==> config.mk <==
export PLATFORM = sky130hd
export DESIGN_NAME = stall_wake_buffer
export DESIGN_NICKNAME = d
export VERILOG_FILES = /design/src/rtl/swb_pkg.sv /design/src/rtl/swb_free_pick.sv /design/src/rtl/swb_age_tracker.sv /design/src/rtl/swb_entry_store.sv /design/src/rtl/stall_wake_buffer.sv
export SDC_FILE = /design/constraint.sdc
export NUM_CORES = 1
export LEC_CHECK = 0
export BUFFER_PORTS_ARGS = -buffer_cell sky130_fd_sc_hd__buf_2
export CORE_UTILIZATION = 44
export DETAILED_ROUTE_END_ITERATION = 12
export GPL_TIMING_DRIVEN = 0
export SLEW_MARGIN = 25
export SYNTH_ARGS = -nofsm -noshare
export SYNTH_HDL_FRONTEND = slang
export SYNTH_SLANG_ARGS = --single-unit
==> constraint.sdc <==
create_clock -name clk -period 3.61 [get_ports clk]
set_clock_uncertainty 0.05 [all_clocks]
set_input_delay 0.5415 -clock clk [delete_from_list [all_inputs] [get_ports clk]]
set_output_delay 0.5415 -clock clk [all_outputs]
set_load 0.005 [all_outputs]
==> src/rtl/swb_pkg.sv <==
package swb_pkg;

  // State of the release port: free to pick a new winner, or pinned to the
  // entry that was offered and not yet taken.
  typedef enum logic {
    HOLD_FREE = 1'b0,
    HOLD_KEEP = 1'b1
  } hold_e;

endpackage

==> src/rtl/swb_free_pick.sv <==
// Finds the lowest-numbered empty slot.
module swb_free_pick #(
  parameter int DEPTH = 8
) (
  input  logic [DEPTH-1:0]         busy,
  output logic                     found,
  output logic [$clog2(DEPTH)-1:0] idx
);
  localparam int IDX_W = $clog2(DEPTH);

  always_comb begin
    found = 1'b0;
    idx   = '0;
    for (int i = DEPTH - 1; i >= 0; i--) begin
      if (!busy[i]) begin
        found = 1'b1;
        idx   = IDX_W'(i);
      end
    end
  end
endmodule

==> src/rtl/swb_age_tracker.sv <==
// Relative-age matrix: older_q[j][i] is set when slot j was filled before
// slot i. Picks the oldest candidate in a single combinational level.
module swb_age_tracker #(
  parameter int DEPTH = 8
) (
  input  logic                     clk,
  input  logic                     rst_n,
  input  logic                     alloc_en,
  input  logic [$clog2(DEPTH)-1:0] alloc_idx,
  input  logic [DEPTH-1:0]         live,
  input  logic [DEPTH-1:0]         cand,
  output logic                     pick_any,
  output logic [$clog2(DEPTH)-1:0] pick_idx
);
  localparam int IDX_W = $clog2(DEPTH);

  logic [DEPTH-1:0][DEPTH-1:0] older_q, older_d;
  logic [DEPTH-1:0]            win;

  // next state
  always_comb begin
    older_d = older_q;
    if (alloc_en) begin
      for (int j = 0; j < DEPTH; j++) begin
        older_d[alloc_idx][j] = 1'b0;
        older_d[j][alloc_idx] = live[j] && (IDX_W'(j) != alloc_idx);
      end
    end
  end

  // register
  always_ff @(posedge clk or negedge rst_n) begin
    if (!rst_n) begin
      older_q <= '0;
    end else if (alloc_en) begin
      older_q <= older_d;
    end
  end

  // a candidate wins when no other candidate is older than it
  always_comb begin
    for (int i = 0; i < DEPTH; i++) begin
      logic beaten;
      beaten = 1'b0;
      for (int j = 0; j < DEPTH; j++) begin
        beaten = beaten | (cand[j] & older_q[j][i]);
      end
      win[i] = cand[i] & ~beaten;
    end
  end

  always_comb begin
    pick_any = |win;
    pick_idx = '0;
    for (int i = 0; i < DEPTH; i++) begin
      if (win[i]) pick_idx = pick_idx | IDX_W'(i);
    end
  end
endmodule

==> src/rtl/swb_entry_store.sv <==
// Slot storage: occupancy, runnable flag, address and payload per slot.
module swb_entry_store #(
  parameter int DEPTH     = 8,
  parameter int ADDR_W    = 12,
  parameter int PAYLOAD_W = 16
) (
  input  logic                                clk,
  input  logic                                rst_n,
  input  logic                                wr_en,
  input  logic [$clog2(DEPTH)-1:0]            wr_idx,
  input  logic [ADDR_W-1:0]                   wr_addr,
  input  logic [PAYLOAD_W-1:0]                wr_payload,
  input  logic                                wake_en,
  input  logic [ADDR_W-1:0]                   wake_addr,
  input  logic                                clr_en,
  input  logic [$clog2(DEPTH)-1:0]            clr_idx,
  output logic [DEPTH-1:0]                    live,
  output logic [DEPTH-1:0]                    armed,
  output logic [DEPTH-1:0][ADDR_W-1:0]        addr,
  output logic [DEPTH-1:0][PAYLOAD_W-1:0]     payload
);
  localparam int IDX_W = $clog2(DEPTH);

  for (genvar g = 0; g < DEPTH; g++) begin : g_slot
    logic                 live_q,  live_d;
    logic                 armed_q, armed_d;
    logic [ADDR_W-1:0]    addr_q;
    logic [PAYLOAD_W-1:0] pay_q;
    logic                 fill, drop, hit;

    assign fill = wr_en  && (wr_idx  == IDX_W'(g));
    assign drop = clr_en && (clr_idx == IDX_W'(g));
    // only requests resident before this edge can match a wakeup
    assign hit  = wake_en && live_q && (addr_q == wake_addr);

    always_comb begin
      live_d  = live_q;
      armed_d = armed_q;
      if (drop) begin
        live_d  = 1'b0;
        armed_d = 1'b0;
      end else if (fill) begin
        live_d  = 1'b1;
        armed_d = 1'b0;
      end else if (hit) begin
        armed_d = 1'b1;
      end
    end

    always_ff @(posedge clk or negedge rst_n) begin
      if (!rst_n) begin
        live_q  <= 1'b0;
        armed_q <= 1'b0;
      end else begin
        live_q  <= live_d;
        armed_q <= armed_d;
      end
    end

    always_ff @(posedge clk or negedge rst_n) begin
      if (!rst_n) begin
        addr_q <= '0;
        pay_q  <= '0;
      end else if (fill) begin
        addr_q <= wr_addr;
        pay_q  <= wr_payload;
      end
    end

    assign live[g]    = live_q;
    assign armed[g]   = armed_q;
    assign addr[g]    = addr_q;
    assign payload[g] = pay_q;
  end
endmodule

==> src/rtl/stall_wake_buffer.sv <==
// Parks blocked requests per address and returns them after a wakeup.
module stall_wake_buffer #(
  parameter int DEPTH     = 8,
  parameter int ADDR_W    = 12,
  parameter int PAYLOAD_W = 16
) (
  input  logic                 clk,
  input  logic                 rst_n,
  input  logic                 enq_valid,
  output logic                 enq_ready,
  input  logic [ADDR_W-1:0]    enq_addr,
  input  logic [PAYLOAD_W-1:0] enq_payload,
  input  logic                 wake_valid,
  input  logic [ADDR_W-1:0]    wake_addr,
  output logic                 rel_valid,
  input  logic                 rel_ready,
  output logic [ADDR_W-1:0]    rel_addr,
  output logic [PAYLOAD_W-1:0] rel_payload
);
  import swb_pkg::*;

  localparam int IDX_W = $clog2(DEPTH);

  logic [DEPTH-1:0]                live, armed;
  logic [DEPTH-1:0][ADDR_W-1:0]    s_addr;
  logic [DEPTH-1:0][PAYLOAD_W-1:0] s_pay;
  logic                            has_free;
  logic [IDX_W-1:0]                free_idx;
  logic                            pick_any;
  logic [IDX_W-1:0]                pick_idx;
  logic                            enq_fire, rel_fire;
  logic [IDX_W-1:0]                sel_idx;

  hold_e            hold_q, hold_d;
  logic [IDX_W-1:0] hold_idx_q, hold_idx_d;

  swb_free_pick #(.DEPTH(DEPTH)) u_free (
    .busy  (live),
    .found (has_free),
    .idx   (free_idx)
  );

  assign enq_ready = has_free;
  assign enq_fire  = enq_valid && has_free;

  swb_entry_store #(
    .DEPTH(DEPTH), .ADDR_W(ADDR_W), .PAYLOAD_W(PAYLOAD_W)
  ) u_store (
    .clk        (clk),
    .rst_n      (rst_n),
    .wr_en      (enq_fire),
    .wr_idx     (free_idx),
    .wr_addr    (enq_addr),
    .wr_payload (enq_payload),
    .wake_en    (wake_valid),
    .wake_addr  (wake_addr),
    .clr_en     (rel_fire),
    .clr_idx    (sel_idx),
    .live       (live),
    .armed      (armed),
    .addr       (s_addr),
    .payload    (s_pay)
  );

  swb_age_tracker #(.DEPTH(DEPTH)) u_age (
    .clk       (clk),
    .rst_n     (rst_n),
    .alloc_en  (enq_fire),
    .alloc_idx (free_idx),
    .live      (live),
    .cand      (armed),
    .pick_any  (pick_any),
    .pick_idx  (pick_idx)
  );

  // release port: a stalled offer stays pinned to its slot
  assign sel_idx     = (hold_q == HOLD_KEEP) ? hold_idx_q : pick_idx;
  assign rel_valid   = (hold_q == HOLD_KEEP) || pick_any;
  assign rel_fire    = rel_valid && rel_ready;
  assign rel_addr    = s_addr[sel_idx];
  assign rel_payload = s_pay[sel_idx];

  always_comb begin
    hold_d     = HOLD_FREE;
    hold_idx_d = hold_idx_q;
    if (rel_valid && !rel_ready) begin
      hold_d     = HOLD_KEEP;
      hold_idx_d = sel_idx;
    end
  end

  always_ff @(posedge clk or negedge rst_n) begin
    if (!rst_n) begin
      hold_q     <= HOLD_FREE;
      hold_idx_q <= '0;
    end else begin
      hold_q     <= hold_d;
      hold_idx_q <= hold_idx_d;
    end
  end
endmodule

; Word level (Yosys, flattened, before mapping)
; Cells that the tools add are included.
[op_classes]
magnitude_cmp = 3
n_eq_ne = 29
muxes = 95
bitwise = 152
reduce_logical = 66
[op_table]
columns = operator, count
row1 = $and 64x64->64, 8
row2 = $not 64->64, 8
row3 = $demux 8 s3, 8
row4 = $eq 12x12->1, 8
row5 = $and 1x1->1, 72
row6 = $bwmux 8, 8
row7 = $or 1x1->1, 56
row8 = $mux 1, 52
row9 = $bmux 16 s3, 1
row10 = $logic_and 1x1->1, 44
row11 = $mux 3, 14
row12 = $bmux 12 s3, 1
row13 = $reduce_bool 3->1, 9
row14 = $eq 3x3->1 const B, 8
row15 = $mux 16, 1
row16 = $reduce_bool 2->1, 8
row17 = $eq 3x2->1 const B, 4
row18 = $mux 12, 1
row19 = $ne 3x3->1 const A, 4
row20 = $lt 3x4->1 const B, 2
row21 = $mux 8, 1
row22 = $not 1->1, 8
row23 = $reduce_or 8->1, 1
row24 = $mux 7, 1
row25 = other kinds (12), 17
[totals]
regBits = 308
output_inout_bits = 30
elab_cells = 387

; Depth between registers and ports, before layout
[logic_depth]
depth_word = 29
depth_mapped = 12

; Cells and area by module
; From an unflattened synthesis, not the netlist that was laid out.
[hier_totals]
cells_unflattened = 1352
hier_area_um2 = 15690.0
[modules_own_cells]
columns = module, n_inst, cells_each, area_each_um2
row1 = swb_entry_store, 1, 695, 10192.3
row2 = swb_age_tracker, 1, 375, 3259.4
row3 = stall_wake_buffer, 1, 266, 2159.6
row4 = swb_free_pick, 1, 16, 78.8

; Worst setup path after synthesis
; OpenSTA, ideal clock, no wires.
[synth_path]
kind = reg2out
startpoint = reg u_store.g_slot[0].armed_q
endpoint = out rel_addr[3]
arrival_time_ns = 2.170
path_slack_ns = 0.848
path_stages_with_launch = 12
path_buffers = 4
path_cell_list = dfrtp_1 -> buf_6 -> a22oi_2 -> nand4b_2 -> nor2_2 -> nor4bb_4 -> mux2_4 -> buf_6 -> buf_12 -> buf_12 -> mux2i_1 -> a221oi_1
[synth_between]
elab_chain_len = 20
elab_cells_between_ends = 80
[synth_rtl]
columns = item, line
row1 = "start, declared", swb_entry_store.sv:26  ; logic armed_q, armed_d;
row2 = "start signal, assigned", swb_entry_store.sv:56  ; armed_q <= armed_d;
row3 = $and 1x1->1, swb_age_tracker.sv:46  ; beaten = beaten | (cand[j] & older_q[j][i]);
row4 = $or 1x1->1 (7 in series), swb_age_tracker.sv:46
row5 = $not 1->1, swb_age_tracker.sv:48  ; win[i] = cand[i] & ~beaten;
row6 = $and 1x1->1, swb_age_tracker.sv:48
row7 = $mux 1, swb_age_tracker.sv:56  ; if (win[i]) pick_idx = pick_idx | IDX_W'(i);
row8 = $mux 2 (2 in series), swb_age_tracker.sv:56
row9 = $mux 3 (3 in series), swb_age_tracker.sv:56
row10 = $mux 3 *, swb_age_tracker.sv:56
row11 = $mux 3 *, stall_wake_buffer.sv:77  ; assign sel_idx = (hold_q == HOLD_KEEP) ? hold_idx_q : pick_idx;
row12 = $bmux 12 s3 *, stall_wake_buffer.sv:80  ; assign rel_addr = s_addr[sel_idx];
row13 = $mux 12 (implied by the code) *, stall_wake_buffer.sv:80
row14 = "end, declared", stall_wake_buffer.sv:17  ; output logic [ADDR_W-1:0] rel_addr,
; Every way passes the cells marked *; elsewhere a longest branch is shown, timed or not. The select of a mux whose other input is x is not followed.

; Final worst setup path
[layout_path]
startpoint = reg u_store.g_slot[5].armed_q
endpoint = out rel_payload[14]
[layout_between]
elab_chain_len = 16
elab_cells_between_ends = 52
[layout_rtl]
columns = item, line
row1 = "start, declared", swb_entry_store.sv:26
row2 = "start signal, assigned", swb_entry_store.sv:56
row3 = $and 1x1->1, swb_age_tracker.sv:46
row4 = $or 1x1->1 (3 in series), swb_age_tracker.sv:46
row5 = $not 1->1, swb_age_tracker.sv:48
row6 = $and 1x1->1, swb_age_tracker.sv:48
row7 = $mux 1, swb_age_tracker.sv:56
row8 = $mux 2 (2 in series), swb_age_tracker.sv:56
row9 = $mux 3 (3 in series), swb_age_tracker.sv:56
row10 = $mux 3 *, swb_age_tracker.sv:56
row11 = $mux 3 *, stall_wake_buffer.sv:77
row12 = $bmux 16 s3 *, stall_wake_buffer.sv:81  ; assign rel_payload = s_pay[sel_idx];
row13 = $mux 16 (implied by the code) *, stall_wake_buffer.sv:81
row14 = "end, declared", stall_wake_buffer.sv:18  ; output logic [PAYLOAD_W-1:0] rel_payload
; Marked as above.

==> flow_summary.toml <==
[outcome]
status = "complete, but fails checks"
failed_checks = "negative setup slack"

[synth]
ys.warnings.count = 0
most_area_hungry_cell_type_in_the_yosys_netlist = "sky130_fd_sc_hd__dfrtp_1"
cell_area_after_synthesis_um2 = 15300
ys.flop_type = "sky130_fd_sc_hd__dfrtp_1"
synth-seq-area-share = 0.503
netlist-cell-type-count = 54
synth_fp_nets = 1536
yosys.cell_count.top_type = "sky130_fd_sc_hd__nand2_1"
dominant_cells_by_area_after_synthesis = "sky130_fd_sc_hd__dfrtp_1, sky130_fd_sc_hd__nand2_1, sky130_fd_sc_hd__mux2_2"
synthesis.area_per_instance_um2 = 10.3
synthesis.instances = 1491
synth_top_cells_by_count = "sky130_fd_sc_hd__nand2_1, sky130_fd_sc_hd__dfrtp_1, sky130_fd_sc_hd__mux2_2"
postSynth.asyncResetShare = 1.00
synth-seq-cells = 308
synth.top_cell.area_share = 0.503
edff_count_synth = 0

[critical_path]
worst_ep_arrival_time_ns = 3.19
cp-end-kind = "primary output"
timing.critical_path.required_ns = 3.02
critical-path-top-cell-by-count = "sky130_fd_sc_hd__buf_12"
cpLargestDelayFamily = "buffers and inverters"
crit_fanout = 9
chain_of_cells_forming_the_critical_path = "buf_4, a22oi_2, nand2_1, nor2_4, nor4bb_4, mux2_4, buf_12, buf_12, buf_12, mux2_4, o22ai_1, a221oi_2, buf_2"
worst_path_largest_cell_delay_ns = 0.35
reg2reg_from = "u_store.g_slot[1].live_q"
cp-start-kind = "flop"
worstRegToRegCells = 7
setup.reg_to_reg.worst_slack_ns = 0.11
critPathBufInv = 5
regToRegEndpoint = "u_store.g_slot[4].addr_q[5]"
crit_path_top_delay_cell = "sky130_fd_sc_hd__dfrtp_1"
criticalPathCategory = "reg -> out"

[floorplan]
floorplan.initialDensity = 0.452
die_w_um = 189
placement_rows = 67
core_area_um2 = 33900
die_area_um2 = 35500
fp.dieH_um = 189
ios = 75

[timing]
headroom_to_the_max_slew_limit = 0.340
fin_crit_sh = 1.05
timing_max_transition_violations_final = 0
number_of_failing_hold_endpoints_at_the_final_stage = 0
fin_setup_tns_ns = -3.22
setup_violations = 28
fmaxAchievable_ghz = 0.264
grt_setup_unrepaired = "yes"
transition_at_the_pin_with_the_smallest_max_transition_slack_ns = 0.990
fin_crit_ns = 3.78
final.setup.worst_slack_ns = -0.174

[global_route]
grt_pass1_vias = 11600
grt.total_usage = 0.270
grt_max_degree = 89
grt_first_pass_wirelength_um = 72500
antenna_found_initial = 4
grt-ovfl-total = 0

[min_path]
hold-path-cell-count = 2
whs_endpoint = "hold_idx_q[2]"
holdCritStartpoint = "rel_ready"
min-delay-path-class = "in -> reg"

[place]
io_buffer_count = 62
gpl.final_weighted_congestion = 0.937
total_half_perimeter_wirelength_after_legalization_and_detailed_placement_um = 31400
numPlacedInstances = 2005

[clock_tree]
clock_tree.root_cell = "sky130_fd_sc_hd__clkbuf_16"
cts_tree = "done"
clock_path_buffers = 3
h_tree_level_count = 2
cts_inserted_buffers = 36
cts.sink_count = 308
path_clk_slew_ns = 0.06
clk_latency_ns = 0.53

[routing]
dr_drc_count = 0
dr_total_vias = 11700
detailed_routing_iterations_pass_1 = 5
drt.antenna.violating_nets = 0
ratio_of_routed_vias_to_standard_cells = 5.62
wl_per_cell_um = 22.7
initialDrtViolationCount = 1142
drt-total-wl_um = 47300

[layout]
drive_gt1_frac = 0.237
nets = 1658
ff_latch_area_um2 = 7710
multiInputGateArea_um2 = 7130
filler_cells = 3114
layout.cells.non_filler = 2086
syn_to_final_growth_pct = 17.1

[power]
cellPowerDensity_nw_per_um2 = 908
vdd.ir_drop.worst_v = 0.000513
total_leakage_power_uw = 0.00898

[run]
drv.max_cap_violation_count = 0
==> report_power, final <==
part	internal [µW]	switching, µW
registers	4900	967
clock network	2250	1460
logic	3100	3600
==> state kept, by name, summed over array words and instances, names as in the netlist, named ones only <==
signal and cells:
hold_q 1, u_store.g_slot.live_q 8, hold_idx_q 3, u_store.g_slot.pay_q 128
u_store.g_slot.addr_q 96, u_store.g_slot.armed_q 8, u_age.older_q 56
==> per-stage QoR <==
stage / setup WS [ns] / hold WS (ns) / cell area [µm²] / total power, µW / util
5_1_grt: -0.224 / 0.220 / 17900 / 17200 / 0.529
6_report: -0.174 / 0.228 / 17900 / 16300 / 0.529
3_5_place_dp: -0.158 / 0.343 / 16300 / 12200 / 0.481
4_1_cts: -0.119 / 0.216 / 17800 / 16200 / 0.526
3_3_place_gp: -4.12 / 0.403 / 16200 / 12000 / 0.478
2_1_floorplan: 0.848 / 0.196 / 15300 / 10000 / -
==> worst max-delay path by stage <==
stage | start | to | slack, ns | cells past startpoint
final | u_store.g_slot[5].armed_q | rel_payload[14] | -0.17 | 13
after global placement | rst_n | u_age.older_q[5] | -4.12 | 1
after detailed placement | u_store.g_slot[5].armed_q | rel_payload[14] | -0.16 | 10
after global routing | u_store.g_slot[4].armed_q | rel_payload[14] | -0.22 | 13
after floorplan | u_store.g_slot[0].armed_q | rel_addr[3] | 0.85 | 11
after CTS | u_store.g_slot[4].armed_q | rel_addr[0] | -0.12 | 13
==> what timing repair did <==
action | CTS | global route
hold buffers | 1 | 0
setup buffers | 13 | 2
pin swaps | 22 | 15
hold endpoints to repair | 18 | 0
endpoints found under the setup margin | 31 | 38
gates cloned | 2 | 1
gates resized for setup | 45 | 20
==> routing by layer <==
metal | global-route usage | share of wire | wire [µm] | vias up
met4 | 0.0828 | 0.033 | 1540 | 4
met3 | 0.0402 | 0.072 | 3380 | 117
met2 | 0.415 | 0.44 | 20900 | 455
met5 | 0 | 0.00051 | 24 | -
li1 | - | - | - | 5273
met1 | 0.394 | 0.45 | 21400 | 5864
==> layout make-up <==
| class | count | share of cell area |
|---|---|---|
| Buffer | 101 | 0.0369 |
| Inverter | 12 | 0.00251 |
| Tap cell | 448 | 0.0313 |
| Sequential cell | 308 | 0.430 |
| Clock buffer | 51 | 0.0591 |
| Timing Repair Buffer | 84 | 0.0348 |
| Antenna cell | 2 | 0.000279 |
| Clock inverter | 10 | 0.00712 |
| Multi-Input combinational cell | 1070 | 0.398 |
==> cell usage in the layout, fill, tap and decap left out, types with 15 or more instances in the layout <==
master,instances
sky130_fd_sc_hd__nand3_1,19
sky130_fd_sc_hd__mux2_2,107
sky130_fd_sc_hd__buf_2,76
sky130_fd_sc_hd__clkbuf_1,56
sky130_fd_sc_hd__nor4_1,15
sky130_fd_sc_hd__mux2i_1,56
sky130_fd_sc_hd__dfrtp_1,308
sky130_fd_sc_hd__xor2_1,49
sky130_fd_sc_hd__xnor2_1,47
sky130_fd_sc_hd__nand2_1,490
sky130_fd_sc_hd__buf_4,19
sky130_fd_sc_hd__clkbuf_16,38
sky130_fd_sc_hd__o21ai_0,18
sky130_fd_sc_hd__mux2_4,29
sky130_fd_sc_hd__a221oi_2,26
sky130_fd_sc_hd__o22ai_2,19
sky130_fd_sc_hd__a22oi_1,18
sky130_fd_sc_hd__nor2_1,40
==> kinds of logic (layout without fill, tap and decap cells) <==
| logic type | count (synthesis) | after routing | synth area share |
|---|---|---|---|
| and+or+nand+nor | 630 | 630 | 0.171 |
| DFF | 308 | 308 | 0.503 |
| muxes | 200 | 200 | 0.149 |
| AOI/OAI and AO/OA | 144 | 144 | 0.0828 |
| buffers and inverters | 113 | 258 | 0.0389 |
| xor gates and xnor gates | 96 | 96 | 0.0549 |
| other | 0 | 2 | 0 |
==> worst reg2reg max path, stage by stage, from the launching register on <==
cell	delay, ns
sky130_fd_sc_hd__dfrtp_1	0.32
sky130_fd_sc_hd__clkbuf_1	0.40
sky130_fd_sc_hd__nand2_1	0.25
sky130_fd_sc_hd__nor2_1	0.27
sky130_fd_sc_hd__nand3_1	0.29
sky130_fd_sc_hd__nor2_2	0.57
sky130_fd_sc_hd__clkbuf_1	0.81
sky130_fd_sc_hd__mux2_2	0.43
No activity file was read; power rests on OpenSTA's default activity.
